[src/rtl/sdram_cmd_tracker.sv]
module sdram_cmd_tracker #(
  parameter int ROW_W  = 12,
  parameter int COL_W  = 9,
  parameter int NBANK  = 4,
  parameter int BYTES  = 2,
  parameter int AP_BIT = 10
)(
  input  logic                     clk,
  input  logic                     rst_n,
  input  logic                     cke,
  input  logic                     cs_n,
  input  logic                     ras_n,
  input  logic                     cas_n,
  input  logic                     we_n,
  input  logic [$clog2(NBANK)-1:0] ba,
  input  logic [ROW_W-1:0]         addr,
  input  logic [BYTES-1:0]         dqm,
  output logic [NBANK-1:0]         bank_open,
  output logic                     proto_err,
  output logic                     acc_rd,
  output logic                     acc_wr,
  output logic [$clog2(NBANK)-1:0] acc_bank,
  output logic [ROW_W-1:0]         acc_row,
  output logic [COL_W-1:0]         acc_col,
  output logic [BYTES-1:0]         wr_en,
  output logic [BYTES-1:0]         rd_oe
);
  localparam int BA_W  = $clog2(NBANK);
  localparam int CNT_W = 3;

  logic [2:0]       cmd;
  logic             sel, do_act, do_rd, do_wr, do_pre, do_mrs;
  logic             hit, start, cont, wbeat;
  logic [NBANK-1:0] open_q, open_nxt;
  logic [ROW_W-1:0] row_q [NBANK];
  logic [1:0]       bl_code;
  logic             cl3;
  logic             busy_q, wr_q, ap_q;
  logic [BA_W-1:0]  bank_q;
  logic [COL_W-1:0] col_q, col_step;
  logic [CNT_W-1:0] left_q, mask_q, bl_mask, lo_inc;
  logic [BYTES-1:0] wr_en_q, dqm_q1, dqm_q2;
  logic             rv1, rv2;

  assign sel    = cke & ~cs_n;
  assign cmd    = {ras_n, cas_n, we_n};
  assign do_act = sel && cmd == 3'b011;
  assign do_rd  = sel && cmd == 3'b101;
  assign do_wr  = sel && cmd == 3'b100;
  assign do_pre = sel && cmd == 3'b010;
  assign do_mrs = sel && cmd == 3'b000;
  assign hit    = open_q[ba];
  assign start  = (do_rd | do_wr) & hit;
  assign cont   = busy_q && left_q != '0;
  assign wbeat  = start ? do_wr : (cont & wr_q);

  always_comb begin
    case (bl_code)
      2'd0:    bl_mask = 3'd0;
      2'd1:    bl_mask = 3'd1;
      2'd2:    bl_mask = 3'd3;
      default: bl_mask = 3'd7;
    endcase
  end

  assign lo_inc   = col_q[CNT_W-1:0] + 3'd1;
  assign col_step = {col_q[COL_W-1:CNT_W], (col_q[CNT_W-1:0] & ~mask_q) | (lo_inc & mask_q)};

  always_comb begin
    open_nxt = open_q;
    if (busy_q && left_q == '0 && ap_q) open_nxt[bank_q] = 1'b0;
    if (do_pre) begin
      if (addr[AP_BIT]) open_nxt = '0;
      else              open_nxt[ba] = 1'b0;
    end
    if (do_act && !hit) open_nxt[ba] = 1'b1;
  end

  always_ff @(posedge clk or negedge rst_n) begin
    if (!rst_n) begin
      open_q    <= '0;
      proto_err <= 1'b0;
      bl_code   <= 2'd0;
      cl3       <= 1'b0;
      busy_q    <= 1'b0;
      wr_q      <= 1'b0;
      ap_q      <= 1'b0;
      bank_q    <= '0;
      col_q     <= '0;
      left_q    <= '0;
      mask_q    <= '0;
      wr_en_q   <= '0;
      rv1       <= 1'b0;
      rv2       <= 1'b0;
      dqm_q1    <= '0;
      dqm_q2    <= '0;
    end else if (cke) begin
      open_q <= open_nxt;
      if ((do_act && hit) || ((do_rd || do_wr) && !hit)) proto_err <= 1'b1;
      if (do_mrs) begin
        bl_code <= addr[1:0];
        cl3     <= addr[6:4] == 3'd3;
      end
      if (start) begin
        busy_q <= 1'b1;
        wr_q   <= do_wr;
        bank_q <= ba;
        col_q  <= addr[COL_W-1:0];
        left_q <= bl_mask;
        mask_q <= bl_mask;
        ap_q   <= addr[AP_BIT];
      end else if (busy_q) begin
        if (left_q == '0) begin
          busy_q <= 1'b0;
        end else begin
          left_q <= left_q - 3'd1;
          col_q  <= col_step;
        end
      end
      wr_en_q <= wbeat ? ~dqm : '0;
      rv1     <= busy_q & ~wr_q;
      rv2     <= rv1;
      dqm_q1  <= dqm;
      dqm_q2  <= dqm_q1;
    end
  end

  always_ff @(posedge clk) begin
    if (do_act && !hit) row_q[ba] <= addr;
  end

  assign bank_open = open_q;
  assign acc_rd    = busy_q & ~wr_q;
  assign acc_wr    = busy_q & wr_q;
  assign acc_bank  = bank_q;
  assign acc_row   = row_q[bank_q];
  assign acc_col   = col_q;
  assign wr_en     = wr_en_q;
  assign rd_oe     = (cl3 ? rv2 : rv1) ? ~dqm_q2 : '0;
endmodule

[config.mk]
export PLATFORM = sky130hd
export DESIGN_NAME = sdram_cmd_tracker
export DESIGN_NICKNAME = d
export VERILOG_FILES = /design/src/rtl/sdram_cmd_tracker.sv
export SDC_FILE = /design/constraint.sdc
export NUM_CORES = 1
export LEC_CHECK = 0
export ABC_AREA = 1
export ABC_CLOCK_PERIOD_IN_PS = 1700
export BUFFER_PORTS_ARGS = -buffer_cell sky130_fd_sc_hd__buf_2
export CAP_MARGIN = 20
export CORE_ASPECT_RATIO = 0.5
export CORE_UTILIZATION = 44
export DETAILED_ROUTE_END_ITERATION = 6
export GPL_ROUTABILITY_DRIVEN = 0
export PLACE_DENSITY = 0.67
export SETUP_SLACK_MARGIN = 0.2
export SLEW_MARGIN = 20
export SYNTH_ARGS = -nofsm -noshare
export SYNTH_HDL_FRONTEND = slang
export SYNTH_SLANG_ARGS = --single-unit
export TNS_END_PERCENT = 20
[constraint.sdc]
create_clock -name clk -period 1.7 [get_ports clk]
set_input_delay 0.34 -clock clk [delete_from_list [all_inputs] [get_ports clk]]
set_output_delay 0.34 -clock clk [all_outputs]
set_load 0.05 [all_outputs]
==> flow_metrics.env, run 1 <==
export IMPL_outcome="finished with violations"
export IMPL_violations="negative setup slack"
export IMPL_synth_seq_cells=84
export IMPL_int_power_w=0.00422
export IMPL_grt_antenna_before_repair=0
export IMPL_cp_arrival_ns=1.51
export IMPL_syn_cell_area_um2=3670
export IMPL_power_share_switching=0.365
export IMPL_wl_mm=8.60
export IMPL_grt_start_max_net_pins=25
export IMPL_core_um2=8060
export IMPL_final_period_minus_worst_setup_slack_ns=1.85
export IMPL_detailed_place_hpwl_mm=5.84
export IMPL_postSynthAreaPerCell_um2=10.3
export IMPL_final_layout_size_suffix_gt1_frac=0.401
export IMPL_r2r_end="row_q[3][1]"
export IMPL_routed_wire_length_per_instance_um=15.4
export IMPL_synth_top_cell_area_share=0.393
export IMPL_cp_end_kind="output port"
export IMPL_critical_path_startpoint_type="register"
export IMPL_drt_drc_violations_left=0
export IMPL_crit_end="acc_row[7]"
export IMPL_n_fill_cell=624
export IMPL_grt_overflow_total=0
export IMPL_critical_path_peak_fanout=7
export IMPL_leakage_nw=2.25
export IMPL_cp_data_required_time_ns=1.36
export IMPL_combPwrFrac=0.361
export IMPL_clock_insertion_delay_worst_skew_ns=0.33
export IMPL_h_tree_depth=3
export IMPL_yosysUniqueCellTypes=31
export IMPL_tightestPinTransition_ns=0.556
export IMPL_ys_seq_area_frac=0.638
export IMPL_max_stage_delay_ns=0.46
export IMPL_r2r_worst_path_cells=8
export IMPL_drt_iter0_markers=147
export IMPL_final_hold_violation_count=0
export IMPL_rsz0062_at_grt="yes"
export IMPL_drtAntennaViolNets=0
export IMPL_yosys_area_top_type="sky130_fd_sc_hd__edfxtp_1"
export IMPL_input_output_buffers=56
export IMPL_post_layout_nonfiller_instances=558
export IMPL_groute_layer_met1_usage=0.257
export IMPL_finalHoldWorstSlack_ns=0.233
export IMPL_vias_per_cell=5.04
export IMPL_reg2reg_setup_slack_ns=0.05
export IMPL_path_cells="nand2_4, inv_6, buf_12, a22oi_2, nand3_4, buf_8"
export IMPL_cts_buffers=9
export IMPL_first_global_vias=2763
export IMPL_global_route_peak_usage_layer="met2"
export IMPL_fin_crit_sh=1.09
export IMPL_start_util=0.456
export IMPL_power_share_clock=0.263
export IMPL_dr_total_vias=2814
export IMPL_gr_usage_all_layers=0.211
export IMPL_clock_sink_count=84
export IMPL_maxSlewViolCount=0
export IMPL_pin_count=57
export IMPL_power_ir_vdd_worst_mv=0.611
export IMPL_fp_dieArea_um2=8740
export IMPL_layout_nets=467
export IMPL_dieHeight_um=66.6
export IMPL_slew_limit_headroom=0.626
export IMPL_syn_nets=384
export IMPL_highest_attainable_clock_frequency_mhz=539
export IMPL_total_switching_power_w=0.00243
export IMPL_die_width_um=131
export IMPL_p_per_area_nw_per_um2=1320
export IMPL_power_share_sequential=0.377
export IMPL_max_clock_path_buffers=2
export IMPL_grt_use_met3=0.0495
export IMPL_area_delta_synth_final_pct=37.5
export IMPL_synthCells=358
export IMPL_count_of_yosys_warnings_during_synthesis=0
export IMPL_drt_pass1_iter_count=4
export IMPL_clk_transition_reported_paths_ns=0.06
export IMPL_grt_first_pass_wirelength_mm=13.8
export IMPL_timing_critical_path_slowest_stage_cell="sky130_fd_sc_hd__dfrtp_2"
export IMPL_critPathKind="reg -> out"
export IMPL_cap_viol_max_count=0
export IMPL_yosys_top_cells_area="sky130_fd_sc_hd__edfxtp_1 39%, sky130_fd_sc_hd__dfrtp_1 25%, sky130_fd_sc_hd__nand2_1 9.0%"
export IMPL_setup_viol=12
export IMPL_worst_hold_path_type="in -> reg"
export IMPL_finalWorstSetupSlack_ns=-0.154
export IMPL_place_detailed_instances=531
export IMPL_cts_tree="yes"
export IMPL_fp_row_count=23
export IMPL_critical_path_reg2reg_startpoint="bank_open[1]"
export IMPL_cts_root_buffer_cell="sky130_fd_sc_hd__clkbuf_16"
export IMPL_worstSetupStartpoint="acc_bank[0]"
export IMPL_met2_track_utilization_from_global_routing=0.370
export IMPL_diodes=0
export IMPL_clock_skew_final_ns=0.00765
per-layer routing:
metal | vias up | wire length [um]
met5 | - | 0
met3 | 16 | 412
met4 | 0 | 162
met2 | 72 | 4270
li1 | 1377 | -
met1 | 1349 | 3750
cell usage after synthesis:
library cell and n:
sky130_fd_sc_hd__nor2_1 25, sky130_fd_sc_hd__buf_4 1, sky130_fd_sc_hd__clkbuf_1 5, sky130_fd_sc_hd__inv_2 1, sky130_fd_sc_hd__nor4_2 1, sky130_fd_sc_hd__clkbuf_2 1
sky130_fd_sc_hd__nand4_1 5, sky130_fd_sc_hd__nand2_2 5, sky130_fd_sc_hd__nand3_1 41, sky130_fd_sc_hd__and2_1 1, sky130_fd_sc_hd__o21ai_0 7, sky130_fd_sc_hd__buf_6 3
sky130_fd_sc_hd__ha_1 3, sky130_fd_sc_hd__nor2_4 1, sky130_fd_sc_hd__a21oi_1 2, sky130_fd_sc_hd__xnor2_1 1, sky130_fd_sc_hd__o211ai_1 2, sky130_fd_sc_hd__dfrtp_1 36
sky130_fd_sc_hd__xor2_1 1, sky130_fd_sc_hd__buf_2 3, sky130_fd_sc_hd__o21ai_2 4, sky130_fd_sc_hd__o21ai_1 12, sky130_fd_sc_hd__a21oi_4 1, sky130_fd_sc_hd__inv_1 41
sky130_fd_sc_hd__a22oi_1 12, sky130_fd_sc_hd__nand3_4 1, sky130_fd_sc_hd__nand3b_1 1, sky130_fd_sc_hd__nand2_1 88, sky130_fd_sc_hd__o22ai_1 4, sky130_fd_sc_hd__buf_1 1
sky130_fd_sc_hd__edfxtp_1 48
cell usage in the layout, fill, tap and decap left out, types with 4 or more instances in the layout:
cell,n
sky130_fd_sc_hd__a22oi_2,12
sky130_fd_sc_hd__buf_2,38
sky130_fd_sc_hd__buf_4,23
sky130_fd_sc_hd__buf_6,15
sky130_fd_sc_hd__buf_8,5
sky130_fd_sc_hd__clkbuf_16,9
sky130_fd_sc_hd__dfrtp_1,29
sky130_fd_sc_hd__dfrtp_2,7
sky130_fd_sc_hd__edfxtp_1,48
sky130_fd_sc_hd__inv_1,29
sky130_fd_sc_hd__inv_2,8
sky130_fd_sc_hd__nand2_1,74
sky130_fd_sc_hd__nand2_2,10
sky130_fd_sc_hd__nand2_4,9
sky130_fd_sc_hd__nand3_1,29
sky130_fd_sc_hd__nand3_4,13
sky130_fd_sc_hd__nand4_1,5
sky130_fd_sc_hd__nor2_1,21
sky130_fd_sc_hd__o21ai_0,5
sky130_fd_sc_hd__o21ai_1,10
sky130_fd_sc_hd__o21ai_2,7
sky130_fd_sc_hd__o22ai_1,4
timing repair:
action,in CTS,in global routing
hold buffers,1,0
gates cloned,1,0
gates resized for setup,58,37
endpoints found under the setup margin,73,79
hold endpoints to repair,8,0
pin swaps,21,26
setup buffers,6,3
through the flow:
step                utilization  TNS [ns]  power [W]  worst slack, ns  instance area [um2]
floorplan                     -         0    0.00406           0.0592                 3960
global route              0.627     -2.25    0.00695           -0.204                 5050
global placement          0.548         0    0.00449           0.0624                 4420
finish                    0.627     -1.55    0.00665           -0.154                 5050
CTS                       0.611     -1.48    0.00653           -0.148                 4920
detailed placement        0.548         0    0.00453          0.00365                 4420
registers in the layout (all words and copies together), names as in the netlist, 2 cells and up, named ones only:
signal,flops
acc_bank,2
acc_col,7
bank_open,4
bl_code,2
dqm_q1,2
dqm_q2,2
left_q,3
mask_q,3
row_q,48
wr_en,2
critical path, delay by kind of cell, from the launching register on:
family          cells  cell delay (ns)
compound gates      1             0.19
buf+inv             3             0.34
flops               1             0.46
simple gates        2             0.20
final cells by class:
cell class	instances	area (um2)	share of cell area
multi-input cells	218	1430	0.283
repair inverters	1	7.51	0.00149
flip-flops and latches	84	2350	0.465
inverters	42	190	0.0377
clock buffers	9	225	0.0446
well taps	112	140	0.0277
clock inverters	7	41.3	0.00817
repair buffers	85	664	0.132
worst min-delay path by stage:
stage             start      endpoint  slack [ns]  cells after the start
6_report       addr[11]  row_q[0][11]        0.23                      1
5_1_grt        addr[11]  row_q[1][11]        0.23                      1
4_1_cts        addr[11]  row_q[1][11]        0.22                      1
3_5_place_dp      rst_n   acc_bank[1]        0.23                      1
3_3_place_gp      rst_n   acc_bank[0]        0.22                      1
2_1_floorplan     rst_n     async pin        0.04                      0
cell families after synthesis:
group                      Yosys count  share of synthesized area
adders and majority gates            3                     0.0102
and+or+nand+nor                    169                      0.203
buffers and inverters               56                     0.0658
AOI/OAI and AO/OA                   44                     0.0780
DFF                                 84                      0.638
xor gates and xnor gates             2                    0.00477
power by group through the flow:
stage | sequential [W] | clock (W) | combinational (W)
4_1_cts | 0.00249 | 0.00176 | 0.00227
6_report | 0.00250 | 0.00175 | 0.00240
5_1_grt | 0.00253 | 0.00184 | 0.00258
3_3_place_gp | 0.00252 | 0 | 0.00197
3_5_place_dp | 0.00253 | 0 | 0.00200
2_1_floorplan | 0.00277 | 0 | 0.00129
Note: power is estimated with default switching activity, not from simulation.
==> run 2, diff against run 1 <==
--- a/config.mk
+++ b/config.mk
@@ -13,7 +13,8 @@
 export CORE_UTILIZATION = 44
 export DETAILED_ROUTE_END_ITERATION = 6
 export GPL_ROUTABILITY_DRIVEN = 0
-export PLACE_DENSITY = 0.67
+export HOLD_SLACK_MARGIN = 0.02
+export PLACE_DENSITY = 0.65
 export SETUP_SLACK_MARGIN = 0.2
 export SLEW_MARGIN = 20
 export SYNTH_ARGS = -nofsm -noshare
==> run 2 against run 1 <==
  * The run still ends with negative setup slack left
  * Routed wire length fell by 3.4%
  * Sequential share of layout area fell by 0.32 points
  * Worst hold slack got worse by 0.016 ns
  * Worst setup slack improved by 0.016 ns
  * Clock skew fell by 0.0025 ns
  * Non-clock buffer count fell by 5
  * Cell count fell by 0.72%
  * First-iteration DRC count rose by 2.0%
  * Maximum frequency rose by 0.89%
  * Register-to-register slack improved by 0.05 ns
  * Combinational power fell by 2%
  * Core utilization rose by 0.43 points
  * Largest cell class unchanged
  * Largest power group unchanged
==> flow_metrics.env, run 2 (synthesized netlist as in run 1, its figures left out) <==
export IMPL_final_cell_mix="72 x sky130_fd_sc_hd__nand2_1, 48 x sky130_fd_sc_hd__edfxtp_1, 38 x sky130_fd_sc_hd__buf_2, 29 x sky130_fd_sc_hd__inv_1, 29 x sky130_fd_sc_hd__dfrtp_1"
export IMPL_final_hold_violation_count=0
export IMPL_cp_data_required_time_ns=1.36
export IMPL_highest_attainable_clock_frequency_mhz=544
export IMPL_critical_path_peak_fanout=7
export IMPL_drt_pass1_iter_count=4
export IMPL_pin_count=57
export IMPL_core_um2=8060
export IMPL_clock_insertion_delay_worst_skew_ns=0.34
export IMPL_cp_end_kind="output port"
export IMPL_grt_start_max_net_pins=26
export IMPL_cts_tree="yes"
export IMPL_finalWorstSetupSlack_ns=-0.137
export IMPL_h_tree_depth=3
export IMPL_critical_path_reg2reg_startpoint="bank_open[2]"
export IMPL_setup_viol=12
export IMPL_cts_root_buffer_cell="sky130_fd_sc_hd__clkbuf_16"
export IMPL_grt_antenna_before_repair=0
export IMPL_clock_sink_count=84
export IMPL_input_output_buffers=56
export IMPL_violations="negative setup slack"
export IMPL_cap_viol_max_count=0
export IMPL_layout_cells_most_common="sky130_fd_sc_hd__nand2_1"
export IMPL_worstSetupStartpoint="acc_bank[0]"
export IMPL_outcome="finished with violations"
export IMPL_hold_path_startpoint="addr[11]"
export IMPL_leakage_nw=2.27
export IMPL_detailed_place_hpwl_mm=5.75
export IMPL_final_period_minus_worst_setup_slack_ns=1.84
export IMPL_critical_path_startpoint_type="register"
export IMPL_tightestPinTransition_ns=0.572
export IMPL_timing_hold_worst_path_depth=1
export IMPL_final_core_util=0.631
export IMPL_area_delta_synth_final_pct=38.5
export IMPL_grt_first_pass_wirelength_mm=13.3
export IMPL_setup_tns_ns=-1.28
export IMPL_dr_total_vias=2803
export IMPL_dieHeight_um=66.6
export IMPL_power_ir_vdd_worst_mv=0.542
export IMPL_layout_nets=463
export IMPL_final_layout_size_suffix_gt1_frac=0.410
export IMPL_die_width_um=131
export IMPL_clk_transition_reported_paths_ns=0.06
export IMPL_vias_per_cell=5.06
export IMPL_fp_row_count=23
export IMPL_critPathKind="reg -> out"
export IMPL_diodes=0
export IMPL_fin_crit_sh=1.08
export IMPL_drt_drc_violations_left=0
export IMPL_clock_skew_final_ns=0.00511
export IMPL_fp_dieArea_um2=8740
export IMPL_drt_iter0_markers=150
export IMPL_start_util=0.456
export IMPL_drtAntennaViolNets=0
export IMPL_finalHoldWorstSlack_ns=0.217
export IMPL_grt_overflow_total=0
export IMPL_largest_register_ffs=48
export IMPL_worst_hold_path_type="in -> reg"
export IMPL_n_fill_cell=640
export IMPL_wl_mm=8.30
export IMPL_r2r_worst_path_cells=8
export IMPL_cp_arrival_ns=1.50
export IMPL_holdPathEnd="row_q[3][11]"
export IMPL_r2r_end="row_q[1][3]"
export IMPL_first_global_vias=2813
export IMPL_max_clock_path_buffers=2
export IMPL_cts_buffers=9
export IMPL_gr_usage_all_layers=0.204
export IMPL_maxSlewViolCount=0
export IMPL_top_register="row_q"
export IMPL_routed_wire_length_per_instance_um=15.0
export IMPL_reg2reg_setup_slack_ns=0.10
export IMPL_rsz0062_at_grt="yes"
export IMPL_p_per_area_nw_per_um2=1350
export IMPL_slew_limit_headroom=0.619
run 2: cell types whose count changed in the layout (fill, tap and decap cells not counted), sizes merged:
cell / change
clkinv: -3
clkinvlp: -2
clkbuf: +1
buf: -4
bufinv: +1
inv: +3
run 2: per-layer routing:
metal / global-route usage / up-vias / share of wire
li1: - / 1360 / -
met1: 0.243 / 1376 / 0.44
met2: 0.349 / 55 / 0.50
met3: 0.0571 / 12 / 0.044
met4: 0.0956 / 0 / 0.014
met5: 0 / - / 0
run 2: metrics by stage:
stage	power [W]	area (um2)	setup slack [ns]	instances
final	0.00686	5090	-0.137	554
after global routing	0.00717	5090	-0.207	554
after CTS	0.00677	4900	-0.157	547
after detailed placement	0.00452	4390	0.0445	528
after global placement	0.00447	4390	0.0845	528
after floorplan	0.00406	3960	0.0592	358
run 2: area by class of cell:
class                      instances  area (um2)  share of cell area
timing repair inverter             2        17.5             0.00344
tap                              112         140              0.0276
inverter                          42         195              0.0384
clock inverter                     5        58.8              0.0116
clock buffer                      11         253              0.0497
timing repair buffer              80         638               0.125
sequential                        84        2350               0.462
multi-input combinational        218        1430               0.282
run 2: worst max-delay path by stage:
stage	endpoint	slack (ns)	depth (start not counted)
after floorplan	acc_row[10]	0.06	6
after global placement	row_q[1][2]	0.08	9
after detailed placement	row_q[1][3]	0.04	9
after CTS	acc_row[8]	-0.16	6
after global routing	acc_row[7]	-0.21	6
final	acc_row[8]	-0.14	6
run 2: report_power, final:
part	switching [W]	total [W]	internal, W	leakage [nW]
Clock	0.000799	0.00202	0.00122	0.155
Combinational	0.00148	0.00234	0.000853	1.24
Sequential	0.000153	0.00250	0.00235	0.878
run 2: worst max-delay path: stages (launching register included):
cell and delay [ns]:
sky130_fd_sc_hd__dfrtp_2 0.45, sky130_fd_sc_hd__nand2_4 0.10, sky130_fd_sc_hd__inv_6 0.05, sky130_fd_sc_hd__buf_12 0.13, sky130_fd_sc_hd__a22oi_2 0.18, sky130_fd_sc_hd__nand3_4 0.09, sky130_fd_sc_hd__buf_6 0.16
run 2: repair_timing:
item	in CTS	in global routing
hold endpoints to repair	24	0
cloned	0	2
gates resized for setup	56	51
buffers inserted	2	5
hold buffers	1	0
pin swaps	20	25
endpoints found under the setup margin	63	87
==> run 3, diff against run 2 <==
--- a/config.mk
+++ b/config.mk
@@ -5,7 +5,6 @@
 export SDC_FILE = /design/constraint.sdc
 export NUM_CORES = 1
 export LEC_CHECK = 0
-export ABC_AREA = 1
 export ABC_CLOCK_PERIOD_IN_PS = 1700
 export BUFFER_PORTS_ARGS = -buffer_cell sky130_fd_sc_hd__buf_2
 export CAP_MARGIN = 20
@@ -16,6 +15,7 @@
 export HOLD_SLACK_MARGIN = 0.02
 export PLACE_DENSITY = 0.65
 export SETUP_SLACK_MARGIN = 0.2
+export SKIP_LAST_GASP = 1
 export SLEW_MARGIN = 20
 export SYNTH_ARGS = -nofsm -noshare
 export SYNTH_HDL_FRONTEND = slang
==> run 3 against run 2 <==
  * The run still ends with negative setup slack left
  * Global-route usage shrank 0.72 points
  * Power shrank 7.5%
  * Worst setup slack worse by 0.18 ns
  * Die area decreased by 6.2%
  * Routed wire length fell by 15%
  * Non-clock buffer count increased by 12
  * Register-to-register slack got worse by 0.42 ns
  * Area after synthesis shrank 6.3%
  * Clock power is 3% lower
  * Cell count fell by 23%
  * Critical path type is now reg -> reg
  * Largest power group unchanged
  * Highest routed layer unchanged
==> flow_metrics.env, run 3 <==
export IMPL_start_util=0.461
export IMPL_dominantRegCellSynth="sky130_fd_sc_hd__edfxtp_1"
export IMPL_max_clock_path_buffers=2
export IMPL_rsz0062_at_grt="yes"
export IMPL_synth_top_cell_area_share=0.419
export IMPL_yosys_area_top_type="sky130_fd_sc_hd__edfxtp_1"
export IMPL_critical_path_startpoint_type="register"
export IMPL_max_stage_delay_ns=0.50
export IMPL_dpl_cell_area_um2=4130
export IMPL_grt_overflow_total=0
export IMPL_core_um2=7460
export IMPL_wl_mm=7.04
export IMPL_diodes=0
export IMPL_worst_hold_path_type="in -> reg"
export IMPL_syn_cell_area_um2=3440
export IMPL_setup_tns_ns=-17.66
export IMPL_drt_iter0_markers=134
export IMPL_layout_cells_most_common="sky130_fd_sc_hd__buf_2"
export IMPL_yosys_top_cells_area="sky130_fd_sc_hd__edfxtp_1 42%, sky130_fd_sc_hd__dfrtp_1 26%, sky130_fd_sc_hd__mux4_2 8.5%"
export IMPL_synthCells=218
export IMPL_synth_common_cells="48 x sky130_fd_sc_hd__edfxtp_1, 36 x sky130_fd_sc_hd__dfrtp_1, 16 x sky130_fd_sc_hd__mux2_2"
export IMPL_postSynthAreaPerCell_um2=15.8
export IMPL_synth_edff_count=48
export IMPL_path_cells="mux4_2, or3_4, nor3_4, buf_12"
export IMPL_setup_viol=78
export IMPL_grt_antenna_before_repair=0
export IMPL_cts_root_buffer_cell="sky130_fd_sc_hd__clkbuf_16"
export IMPL_dieHeight_um=64.5
export IMPL_n_fill_cell=592
export IMPL_fin_crit_sh=1.19
export IMPL_h_tree_depth=3
export IMPL_cp_data_required_time_ns=1.76
export IMPL_final_hold_violation_count=0
export IMPL_die_width_um=127
export IMPL_post_layout_nonfiller_instances=424
export IMPL_fp_dieArea_um2=8200
export IMPL_maxSlewViolCount=0
export IMPL_cp_end_kind="register"
export IMPL_critical_path_peak_fanout=11
export IMPL_async_reset_ff_frac=0.429
export IMPL_p_per_area_nw_per_um2=1410
export IMPL_first_global_vias=2207
export IMPL_violations="negative setup slack"
export IMPL_finalWorstSetupSlack_ns=-0.320
export IMPL_clock_insertion_delay_worst_skew_ns=0.34
export IMPL_synth_most_common_cell="sky130_fd_sc_hd__edfxtp_1"
export IMPL_postLayoutCellArea_um2=4500
export IMPL_grt_first_pass_wirelength_mm=11.5
export IMPL_vias_per_cell=5.06
export IMPL_fp_row_count=22
export IMPL_power_ir_vdd_worst_mv=0.750
export IMPL_grt_start_max_net_pins=24
export IMPL_outcome="finished with violations"
export IMPL_place_detailed_instances=404
export IMPL_leakage_nw=1.87
export IMPL_slew_limit_headroom=0.613
export IMPL_largest_register_ffs=48
export IMPL_pin_count=57
export IMPL_clk_transition_reported_paths_ns=0.06
export IMPL_routed_wire_length_per_instance_um=16.6
export IMPL_gr_usage_all_layers=0.197
export IMPL_ys_seq_area_frac=0.681
export IMPL_cts_tree="yes"
export IMPL_detailed_place_hpwl_mm=5.07
export IMPL_cts_buffers=9
export IMPL_top_register="row_q"
export IMPL_critPathKind="reg -> reg"
export IMPL_area_delta_synth_final_pct=30.7
export IMPL_count_of_yosys_warnings_during_synthesis=0
export IMPL_syn_nets=244
export IMPL_drt_pass1_iter_count=4
export IMPL_cp_arrival_ns=2.08
export IMPL_final_core_util=0.603
export IMPL_dr_total_vias=2145
export IMPL_input_output_buffers=56
export IMPL_highest_attainable_clock_frequency_mhz=495
export IMPL_cap_viol_max_count=0
export IMPL_clock_skew_final_ns=0.00829
export IMPL_cp_buffers_inverters=1
export IMPL_final_cell_mix="52 x sky130_fd_sc_hd__buf_2, 48 x sky130_fd_sc_hd__edfxtp_1, 31 x sky130_fd_sc_hd__dfrtp_1, 30 x sky130_fd_sc_hd__buf_4, 16 x sky130_fd_sc_hd__mux2_2"
export IMPL_synth_seq_cells=84
export IMPL_drt_drc_violations_left=0
export IMPL_yosysUniqueCellTypes=36
export IMPL_timing_critical_path_slowest_stage_cell="sky130_fd_sc_hd__mux4_2"
export IMPL_final_layout_size_suffix_gt1_frac=0.468
export IMPL_tightestPinTransition_ns=0.581
export IMPL_final_period_minus_worst_setup_slack_ns=2.02
export IMPL_layout_nets=337
export IMPL_worst_path_dominant_cell_family="simple AND/OR/NAND/NOR gates"
export IMPL_drtAntennaViolNets=0
export IMPL_clock_sink_count=84
==> run 3: changes by cell type in the layout (fill, tap and decap cells not counted), sizes merged, moves of 12 or more <==
cell   change
a22oi     -12
buf       +12
inv       -32
mux2      +16
mux4      +13
nand2     -80
nand3     -37
nor2      -19
o21ai     -14
==> run 3: final cells by class <==
| type | instances | area [um2] | area share |
|---|---|---|---|
| multi-input combinational | 116 | 1050 | 0.233 |
| timing repair buffer | 92 | 636 | 0.141 |
| sequential | 84 | 2350 | 0.522 |
| tap | 108 | 135 | 0.0301 |
| clock inverter | 6 | 71.3 | 0.0159 |
| inverter | 8 | 30.0 | 0.00668 |
| clock buffer | 10 | 229 | 0.0509 |
==> run 3: cell families after synthesis <==
logic type,count (synthesis),synth area share
AO/OA/AOI/OAI,31,0.0553
buffers and inverters,18,0.0229
AND/OR/NAND/NOR,47,0.0767
flip-flops,84,0.681
adder cells (fa/ha/maj),3,0.0109
multiplexers,31,0.143
XOR/XNOR,4,0.0102
==> run 3: where the power goes <==
part	internal [W]	switching (W)	total, W
sequential	0.00239	0.000147	0.00254
clock	0.00115	0.000792	0.00195
combinational	0.000662	0.00120	0.00186
total	0.00421	0.00214	0.00634
==> run 3: final timing paths <==
check	end	slack (ns)	startpoint	cells past startpoint
worst max-delay path	row_q[2][8]	-0.32	bank_open[3]	4
min in group asynchronous	acc_col[4]	0.53	rst_n	2
worst min-delay path	row_q[1][9]	0.22	addr[9]	1
worst min register to register	proto_err	0.48	proto_err	1
worst max register to register	row_q[2][8]	-0.32	bank_open[3]	4
max in group asynchronous	wr_en[1]	0.60	rst_n	3
==> run 3: stage by stage <==
step           total power (W)  hold slack [ns]  worst slack, ns
2_1_floorplan          0.00385           0.0444           -0.595
3_3_place_gp           0.00434            0.371           -0.395
6_report               0.00634            0.224           -0.320
5_1_grt                0.00665            0.213           -0.371
4_1_cts                0.00638            0.215           -0.320
3_5_place_dp           0.00438            0.385           -0.438
==> run 3: layer usage <==
metal | wire (um) | track usage | share of wire
met5 | 0 | 0 | 0
met4 | 53 | 0.0625 | 0.0075
met3 | 365 | 0.0735 | 0.052
met2 | 3400 | 0.308 | 0.48
met1 | 3230 | 0.256 | 0.46
==> run 3: what timing repair did <==
| action | in CTS | in global routing |
|---|---|---|
| gates cloned | 0 | 0 |
| hold buffers | 1 | 0 |
| setup endpoints to repair | 92 | 94 |
| pin swaps | 1 | 0 |
| buffers inserted | 2 | 1 |
| hold endpoints to repair | 8 | 0 |
| resized for setup | 6 | 6 |
